==> src/rtl/adcm_pkg.sv <==
// Package: shared constants and types for the serial converter frame master.
// Assumes a converter frame of command byte, filler byte, then a 16-bit result.
package adcm_pkg;
    localparam int CMD_W      = 8;
    localparam int CFG_W      = 4;
    localparam int RES_W      = 16;
    localparam int FRAME_CONV = 32;
    localparam int RES_START  = FRAME_CONV - RES_W;

    typedef enum logic {
        OP_CONVERT = 1'b0,
        OP_CONFIG  = 1'b1
    } op_e;
endpackage

==> src/rtl/adcm_half_timer.sv <==
// Module: half-period timer. While enabled it pulses tick once every
// (half_div+1) clocks. It restarts from zero whenever it is disabled.
// Assumes half_div is held stable while enabled.
module adcm_half_timer #(
    parameter int DIV_W = 8
) (
    input  logic             clk,
    input  logic             rst_n,
    input  logic             en,
    input  logic [DIV_W-1:0] half_div,
    output logic             tick
);
    logic [DIV_W-1:0] cnt;

    assign tick = en && (cnt == half_div);

    // Count clocks within the current half period.
    always_ff @(posedge clk) begin
        if (!rst_n)
            cnt <= '0;
        else if (!en || tick)
            cnt <= '0;
        else
            cnt <= cnt + 1'b1;
    end

    // the counter never passes the half-period limit
    assert_cnt_bound_R7: assert property (@(posedge clk) disable iff (!rst_n)
        en |-> (cnt <= half_div));
endmodule

==> src/rtl/adcm_frame_engine.sv <==
// Module: serial frame engine. It runs one chip-select frame of 8 or 32
// serial clocks. DIN changes on the falling edge and DOUT is sampled on
// the rising edge. The result is taken only in the last RES_W clocks of a
// conversion, and a two-half-period gap with chip select high follows
// every frame. Assumes start is raised only while busy is low.
module adcm_frame_engine
    import adcm_pkg::*;
#(
    parameter int DIV_W = 8
) (
    input  logic             clk,
    input  logic             rst_n,
    input  logic             start,
    input  logic             is_conv,
    input  logic [CMD_W-1:0] cmd,
    input  logic [DIV_W-1:0] half_div,
    input  logic             miso,
    output logic             cs_n,
    output logic             sclk,
    output logic             mosi,
    output logic             busy,
    output logic             done,
    output logic [RES_W-1:0] result
);
    localparam int CNT_W = $clog2(FRAME_CONV + 1);

    typedef enum logic [1:0] {S_IDLE, S_RUN, S_GAP} st_e;

    st_e              state;
    logic [CNT_W-1:0] bit_cnt;
    logic [CNT_W-1:0] frame_len;
    logic [CMD_W-1:0] tx;
    logic [DIV_W-1:0] hd_q;
    logic             gap_half;
    logic             tick;

    adcm_half_timer #(.DIV_W(DIV_W)) u_timer (
        .clk      (clk),
        .rst_n    (rst_n),
        .en       (state != S_IDLE),
        .half_div (hd_q),
        .tick     (tick)
    );

    assign mosi = tx[CMD_W-1];
    assign busy = (state != S_IDLE);

    // Frame sequencing, bit shifting and result capture.
    always_ff @(posedge clk) begin
        if (!rst_n) begin
            state     <= S_IDLE;
            bit_cnt   <= '0;
            frame_len <= '0;
            tx        <= '0;
            hd_q      <= '0;
            gap_half  <= 1'b0;
            cs_n      <= 1'b1;
            sclk      <= 1'b0;
            done      <= 1'b0;
            result    <= '0;
        end else begin
            done <= 1'b0;
            case (state)
                S_IDLE: begin
                    if (start) begin
                        state     <= S_RUN;
                        tx        <= cmd;
                        hd_q      <= half_div;
                        bit_cnt   <= '0;
                        frame_len <= is_conv ? CNT_W'(FRAME_CONV) : CNT_W'(CMD_W);
                        cs_n      <= 1'b0;
                        sclk      <= 1'b0;
                    end
                end
                S_RUN: begin
                    if (tick) begin
                        if (!sclk) begin
                            sclk    <= 1'b1;
                            bit_cnt <= bit_cnt + 1'b1;
                            if (bit_cnt >= CNT_W'(RES_START))
                                result <= {result[RES_W-2:0], miso};
                        end else begin
                            sclk <= 1'b0;
                            if (bit_cnt == frame_len) begin
                                state    <= S_GAP;
                                cs_n     <= 1'b1;
                                tx       <= '0;
                                gap_half <= 1'b0;
                            end else begin
                                tx <= {tx[CMD_W-2:0], 1'b0};
                            end
                        end
                    end
                end
                S_GAP: begin
                    if (tick) begin
                        if (gap_half) begin
                            state <= S_IDLE;
                            done  <= 1'b1;
                        end else begin
                            gap_half <= 1'b1;
                        end
                    end
                end
                default: state <= S_IDLE;
            endcase
        end
    end

    // a frame never has more rising edges than its length
    assert_frame_len_R3: assert property (@(posedge clk) disable iff (!rst_n)
        (state == S_RUN) |-> (bit_cnt <= frame_len));
    // the serial clock rests low outside the running phase
    assert_sclk_rest_R7: assert property (@(posedge clk) disable iff (!rst_n)
        (state != S_RUN) |-> !sclk);
    // chip select stays high throughout the guard gap
    assert_gap_cs_R8: assert property (@(posedge clk) disable iff (!rst_n)
        (state == S_GAP) |-> cs_n);
endmodule

==> src/rtl/adcm_cfg_shadow.sv <==
// Module: per-channel copy of the last setting written. There is one write
// port and one combinational read port. Assumes wr_chan < CHANNELS.
module adcm_cfg_shadow #(
    parameter int CHANNELS = 8,
    parameter int CFG_W    = 4,
    localparam int CH_W    = $clog2(CHANNELS)
) (
    input  logic             clk,
    input  logic             rst_n,
    input  logic             wr_en,
    input  logic [CH_W-1:0]  wr_chan,
    input  logic [CFG_W-1:0] wr_nib,
    input  logic [CH_W-1:0]  rd_chan,
    output logic [CFG_W-1:0] rd_nib
);
    logic [CFG_W-1:0] regs [CHANNELS];

    for (genvar i = 0; i < CHANNELS; i++) begin : g_ch
        // Hold one channel's setting, replaced on a matching write.
        always_ff @(posedge clk) begin
            if (!rst_n)
                regs[i] <= '0;
            else if (wr_en && (wr_chan == CH_W'(i)))
                regs[i] <= wr_nib;
        end

        // a channel's setting changes only through a write to it
        assert_shadow_hold_R10: assert property (@(posedge clk) disable iff (!rst_n)
            !(wr_en && (wr_chan == CH_W'(i))) |=> $stable(regs[i]));
    end

    assign rd_nib = regs[rd_chan];
endmodule

==> src/rtl/adc_serial_master.sv <==
// Module: top of the serial converter frame master. It accepts host
// requests, builds the command byte, starts a frame, tags each result with
// its channel and keeps the per-channel setting copy. Assumes the host
// holds half_div stable during the acceptance cycle.
module adc_serial_master
    import adcm_pkg::*;
#(
    parameter int CHANNELS = 8,
    parameter int DIV_W    = 8,
    localparam int CH_W    = $clog2(CHANNELS)
) (
    input  logic             clk,
    input  logic             rst_n,
    input  logic [DIV_W-1:0] half_div,
    input  logic             req_valid,
    output logic             req_ready,
    input  logic             req_op,
    input  logic [CH_W-1:0]  req_chan,
    input  logic [CFG_W-1:0] req_cfg,
    output logic             res_valid,
    output logic [RES_W-1:0] res_data,
    output logic [CH_W-1:0]  res_chan,
    input  logic [CH_W-1:0]  cfg_rd_chan,
    output logic [CFG_W-1:0] cfg_rd_nib,
    output logic             spi_cs_n,
    output logic             spi_sclk,
    output logic             spi_mosi,
    input  logic             spi_miso
);
    logic             accept;
    logic             is_conv;
    logic             busy;
    logic             done;
    logic             conv_q;
    logic [CMD_W-1:0] cmd;

    assign req_ready = !busy;
    assign accept    = req_valid && req_ready;
    assign is_conv   = (op_e'(req_op) == OP_CONVERT);
    assign cmd       = {1'b1, req_chan, (is_conv ? {CFG_W{1'b0}} : req_cfg)};

    // Remember the kind and channel of the frame in flight.
    always_ff @(posedge clk) begin
        if (!rst_n) begin
            conv_q   <= 1'b0;
            res_chan <= '0;
        end else if (accept) begin
            conv_q   <= is_conv;
            res_chan <= req_chan;
        end
    end

    assign res_valid = done && conv_q;

    adcm_frame_engine #(.DIV_W(DIV_W)) u_engine (
        .clk      (clk),
        .rst_n    (rst_n),
        .start    (accept),
        .is_conv  (is_conv),
        .cmd      (cmd),
        .half_div (half_div),
        .miso     (spi_miso),
        .cs_n     (spi_cs_n),
        .sclk     (spi_sclk),
        .mosi     (spi_mosi),
        .busy     (busy),
        .done     (done),
        .result   (res_data)
    );

    adcm_cfg_shadow #(.CHANNELS(CHANNELS), .CFG_W(CFG_W)) u_shadow (
        .clk     (clk),
        .rst_n   (rst_n),
        .wr_en   (accept && !is_conv),
        .wr_chan (req_chan),
        .wr_nib  (req_cfg),
        .rd_chan (cfg_rd_chan),
        .rd_nib  (cfg_rd_nib)
    );

    // the result strobe lasts a single cycle
    assert_valid_pulse_R6: assert property (@(posedge clk) disable iff (!rst_n)
        res_valid |=> !res_valid);
    // an accepted request makes the block busy on the next cycle
    assert_accept_busy_R9: assert property (@(posedge clk) disable iff (!rst_n)
        accept |=> !req_ready);
    // no serial clock pulse while chip select is high
    assert_sclk_idle_R7: assert property (@(posedge clk) disable iff (!rst_n)
        spi_cs_n |-> !spi_sclk);
endmodule

==> config.mk <==
export PLATFORM = sky130hd
export DESIGN_NAME = adc_serial_master
export DESIGN_NICKNAME = d
export VERILOG_FILES = /design/src/rtl/adcm_pkg.sv /design/src/rtl/adcm_half_timer.sv /design/src/rtl/adcm_frame_engine.sv /design/src/rtl/adcm_cfg_shadow.sv /design/src/rtl/adc_serial_master.sv
export SDC_FILE = /design/constraint.sdc
export NUM_CORES = 1
export LEC_CHECK = 0
export BUFFER_PORTS_ARGS = -buffer_cell sky130_fd_sc_hd__clkbuf_2
export CORE_MARGIN = 4
export CORE_UTILIZATION = 45
export DETAILED_ROUTE_END_ITERATION = 10
export PLACE_DENSITY = 0.64
export SLEW_MARGIN = 15
export SYNTH_ARGS = -nofsm -noshare
export SYNTH_HDL_FRONTEND = slang
export SYNTH_SLANG_ARGS = --single-unit
==> constraint.sdc <==
create_clock -name clk -period 4.6 [get_ports clk]
set_input_delay 0.69 -clock clk [delete_from_list [all_inputs] [get_ports clk]]
set_output_delay 0.69 -clock clk [all_outputs]
set_load 0.05 [all_outputs]
==> results.cfg, run 1 <==
[status]
status = completed

[sta]
fmax_ghz = 0.3708
tns_ns = 0
rsz0062_at_grt = false
final_max_slew_viol_count = 0
clock_skew_ns = 0.01235
period_needed_ns = 2.697
period_share_pct = 58.63
setup_ws_ns = 1.903
hold_viol = 0
slew_headroom_pct = 54.82
tightest_slew_ns = 0.6768
setup_viol = 0

[routing]
drt_iter0_markers = 131
route.met3.wl_um = 298
dr.max_layer_used = met4
vias_per_cell = 5.402
met1Wirelength_um = 4168
drc = 0
routed_wl_um = 8714
avgRoutedWirePerCell_um = 15.79
first_pass_iters = 4
dr_total_vias = 2982
antenna_left = 0
wl_met2_um = 4117

[placed_design]
place_area_um2 = 4446
place.gp.congestion = 0.7414
port_buffers = 50
pre_cts_slack_ns = 1.889
dp_hpwl_um = 6156

[yosys]
synth.most_common_cell = dfxtp_1
ys_top_cells_by_area = dfxtp_1 28%, edfxtp_1 23%, and2_1 5.3%
async_flop_share_pct = 0
synth_fp_nets = 426
yosysTopAreaCell = dfxtp_1
synth-edff-count = 32
synth_seq_cells = 90
synth-main-ff-cell = dfxtp_1
synth.avg_cell_area_um2 = 10.42
yosys_warnings = 0
syn_area_um2 = 4126
synth_cell_types = 47
yosys-top-cells-count = 58 x dfxtp_1, 40 x nor2_1, 39 x nand2_1
synth-seq-area-share_pct = 51.43
syn_inst = 396
synth_top_area_share_pct = 28.14

[final_layout]
stdcell_area_um2 = 4626
fin_util_pct = 52.53
antenna_cells = 0
drive_gt1_share_pct = 19.59
syn_to_final_growth_pct = 12.10
num-nets-final = 469

[cts]
cts_made_buffers = 9
cts_sinks = 90
cts_tree = yes
cts_buffer_depth = 2
cts_hold_buf = 0
clk_latency_ns = 0.36
cts_setup_buffers = 0
cts.clk_slew.worst_paths_ns = 0.09
ctsHtreeMaxLevel = 3
cts_resized = 0
cts_root_buf = clkbuf_8

[global_route]
grt_max_degree = 39
grt_usage_pct = 16.79
grt.overflow.total = 0
grt_pass1_vias = 2968
grt_pass1_wl_um = 14730
antenna_found_initial = 0

[die]
die_h_um = 103.8
core_area_um2 = 8806
ios = 51
start_util_pct = 46.86
std_cell_rows = 34
dieArea_um2 = 10770
die_w_um = 103.8

[setup_path]
critPathKind = in -> out
cp.required_ns = 3.91
cp_max_fo = 8
r2r_cells = 5
critPathArrivalTime_ns = 2.01
start_kind = input port
worstSetupEndpointType = output port

[power]
leakage_uw = 0.001720
p_per_area_nw_per_um2 = 422.6
irDropWorstVdd_v = 0.0003036
power_uw = 1955

[min_path]
min_path_cells = 2
hold_class = reg -> reg

[flow_run]
cap_viol_max_count = 0
[report_power, final]
group	switching, uW	leakage, uW	internal (uW)
logic	358	0.000827	165
clock network	283	0.0000899	211
registers	48.4	0.000803	889
total	690	0.00172	1270
[cells by family (layout without fill, tap and decap cells)]
kind of cell    count (synthesis)  after routing  synth area share (%)
compound gates                 59             59                 8.884
xor+xnor                       17             17                 4.336
fa+ha+maj                       7              7                 2.122
buf+inv                        30             78                 2.790
flops                          90             90                 51.42
mux                            31             31                 10.07
simple gates                  162            162                 20.38
[layout make-up]
class | instances | area, um2
timing repair buffer | 51 | 257.7
sequential | 90 | 2122
inverter | 11 | 41.29
clock buffer | 10 | 137.6
clock inverter | 6 | 42.54
fill | 814 | 4180
tap | 108 | 135.1
multi-input combinational | 276 | 1889
[registers in the layout (all words and copies together), names as in the netlist]
name and flops:
conv_q 1, res_chan 3, u_engine.tx 8, u_engine.u_timer.cnt 8
u_shadow.regs 32, u_engine.frame_len 2, u_engine.hd_q 8, u_engine.state 2
u_engine.sclk 1, u_engine.cs_n 1, u_engine.done 1, u_engine.result 16
u_engine.gap_half 1, u_engine.bit_cnt 6
[path summary, 6_finish.rpt]
| path | startpoint | endpoint | slack [ns] |
|---|---|---|---|
| worst min-delay path | res_chan[1] | res_chan[1] | 0.47 |
| worst min register to register | res_chan[1] | res_chan[1] | 0.47 |
| worst max-delay path | cfg_rd_chan[0] | cfg_rd_nib[3] | 1.90 |
| worst max register to register | u_engine.state[1] | u_shadow.regs[7][0] | 1.96 |
[per-layer routing]
layer | GRT usage, % | vias up
met3 | 2.861 | 12
met2 | 27.15 | 52
met1 | 22.80 | 1428
met5 | 0 | -
li1 | - | 1490
met4 | 5.983 | 0
[placed cells by master (no fill, tap or decap), types with 3 or more instances in the layout]
| cell type | Yosys | routed |
|---|---|---|
| nand3_1 | 15 | 15 |
| nor2_1 | 40 | 40 |
| nor3b_1 | 4 | 4 |
| clkbuf_8 | 0 | 10 |
| and2_1 | 35 | 35 |
| o21ai_0 | 11 | 11 |
| mux2_2 | 4 | 4 |
| o211ai_1 | 5 | 5 |
| and3_1 | 3 | 3 |
| mux2i_1 | 19 | 19 |
| clkbuf_2 | 0 | 50 |
| a21oi_1 | 23 | 23 |
| xor2_1 | 5 | 5 |
| edfxtp_1 | 32 | 32 |
| or4_1 | 3 | 3 |
| mux4_2 | 8 | 8 |
| nand4_1 | 7 | 7 |
| inv_1 | 10 | 9 |
| xnor2_2 | 4 | 4 |
| nand2_1 | 39 | 39 |
| a21o_1 | 3 | 3 |
| clkinv_4 | 0 | 3 |
| nor3_1 | 5 | 5 |
| dfxtp_1 | 58 | 58 |
| a22oi_1 | 3 | 3 |
| xnor2_1 | 8 | 8 |
| a31oi_1 | 3 | 3 |
| ha_1 | 7 | 7 |
[stage by stage]
step           hold WS, ns  cells
5_1_grt             0.4916    552
2_1_floorplan       0.4432    396
4_1_cts             0.4730    552
3_3_place_gp        0.4543    536
6_report            0.4696    552
3_5_place_dp        0.4594    536
[worst max-delay path, stage by stage]
cell,delay [ns]
clkbuf_2,0.26
mux4_2,0.55
mux2_2,0.27
clkbuf_2,0.23
Power figures use the tool's default switching activity.
==> run 2, diff against run 1 <==
==> constraint.sdc (replaced) <==
create_clock -name clk -period 2.66 [get_ports clk]
set_input_delay 0.399 -clock clk [delete_from_list [all_inputs] [get_ports clk]]
set_output_delay 0.399 -clock clk [all_outputs]
set_load 0.05 [all_outputs]
==> results.cfg, run 2 (synthesis results as in run 1) <==
[sta]
slew_headroom_pct = 53.59
rsz0062_at_grt = false
final_max_slew_viol_count = 0
setup_ws_ns = 0.3749
setup_viol = 0
hold_viol = 0
clock_skew_ns = 0.005389
period_needed_ns = 2.285
fmax_ghz = 0.4376
tightest_slew_ns = 0.6898
period_share_pct = 85.90
tns_ns = 0

[routing]
avgRoutedWirePerCell_um = 15.59
antenna_left = 0
drt_iter0_markers = 168
dr_total_vias = 3023
routed_wl_um = 8745
drc = 0
first_pass_iters = 4
vias_per_cell = 5.389

[placed_design]
port_buffers = 50
placed_cells = 545
pre_cts_slack_ns = 0.4126
place.gp.congestion = 0.7868
dp_hpwl_um = 6339

[cts]
cts_setup_buffers = 0
ctsHtreeMaxLevel = 3
cts_sinks = 90
cts.clk_slew.worst_paths_ns = 0.08
cts_hold_buf = 0
clk_latency_ns = 0.35
cts_buffer_depth = 2
cts_root_buf = clkbuf_8
cts_tree = yes
cts_made_buffers = 9
cts_resized = 0

[power]
leakage_uw = 0.001761
power_uw = 3495
irDropWorstVdd_v = 0.0006694
p_per_area_nw_per_um2 = 743.8

[setup_path]
cp_max_fo = 9
worstSetupEndpointType = register
start_kind = register
cp.required_ns = 2.94
critPathArrivalTime_ns = 2.56
critPathKind = reg -> reg

[final_layout]
largest_reg_flops = 32
fin_cells = 561
mostFrequentLayoutCells = 58 x dfxtp_1, 50 x clkbuf_2, 40 x nor2_1, 39 x nand2_1, 35 x and2_1
syn_to_final_growth_pct = 13.86
drive_gt1_share_pct = 20.53
num-nets-final = 478
top_regs = u_shadow.regs x32, u_engine.result x16
antenna_cells = 0
mostFrequentLayoutCell = dfxtp_1
regMostFlops = u_shadow.regs

[global_route]
antenna_found_initial = 0
grt_pass1_vias = 3034
grt_pass1_wl_um = 15030
grt_usage_pct = 16.94
grt.overflow.total = 0
grt_max_degree = 30

[min_path]
hold_class = in -> reg

[die]
die_w_um = 103.8
start_util_pct = 46.86
core_area_um2 = 8806
die_h_um = 103.8
dieArea_um2 = 10770
std_cell_rows = 34
ios = 51

[flow_run]
cap_viol_max_count = 0

[status]
status = completed
run 2: power by group:
| part | switching [uW] | total (uW) | internal [uW] |
|---|---|---|---|
| sequential | 81.5 | 1620 | 1540 |
| clock | 476 | 903 | 427 |
| combinational | 638 | 973 | 334 |
| total | 1200 | 3490 | 2300 |
run 2: path summary, 6_finish.rpt:
path                          to  slack, ns               startpoint  cells after the start
max          u_engine.bit_cnt[4]       0.37  u_engine.u_timer.cnt[0]                      5
min             u_engine.hd_q[3]       0.26              half_div[3]                      3
max reg2reg  u_engine.bit_cnt[4]       0.37  u_engine.u_timer.cnt[0]                      5
min reg2reg          res_chan[0]       0.46              res_chan[0]                      2
run 2: metrics by stage:
stage / hold slack, ns / utilization [%] / cell area [um2]
2_1_floorplan: 0.4432 / - / 4126
3_3_place_gp: 0.4478 / 51.25 / 4513
3_5_place_dp: 0.4493 / 51.25 / 4513
4_1_cts: 0.2471 / 53.35 / 4698
5_1_grt: 0.2512 / 53.35 / 4698
6_report: 0.2596 / 53.35 / 4698
run 2: layer usage:
layer,track usage (%),part of all wire [%],wire length [um],up-vias
met1,22.39,46,4064,1439
met2,27.85,47,4132,69
met4,5.983,1.3,117,0
li1,-,-,-,1507
met5,0,0,0,-
met3,3.296,4.9,430,8
run 2: final cells by class:
| class | count | area (um2) |
|---|---|---|
| Clock inverter | 6 | 57.56 |
| Fill cell | 819 | 4108 |
| Inverter | 11 | 41.29 |
| Multi-Input combinational cell | 276 | 1889 |
| Clock buffer | 10 | 127.6 |
| Sequential cell | 90 | 2122 |
| Timing Repair Buffer | 60 | 325.3 |
| Tap cell | 108 | 135.1 |
run 2: worst max-delay path: stages (launching register included):
cell and delay [ns]:
dfxtp_1 0.43, xnor2_1 0.16, nand4_2 0.27, or4_1 0.64
or4_1 0.56, a21oi_1 0.16
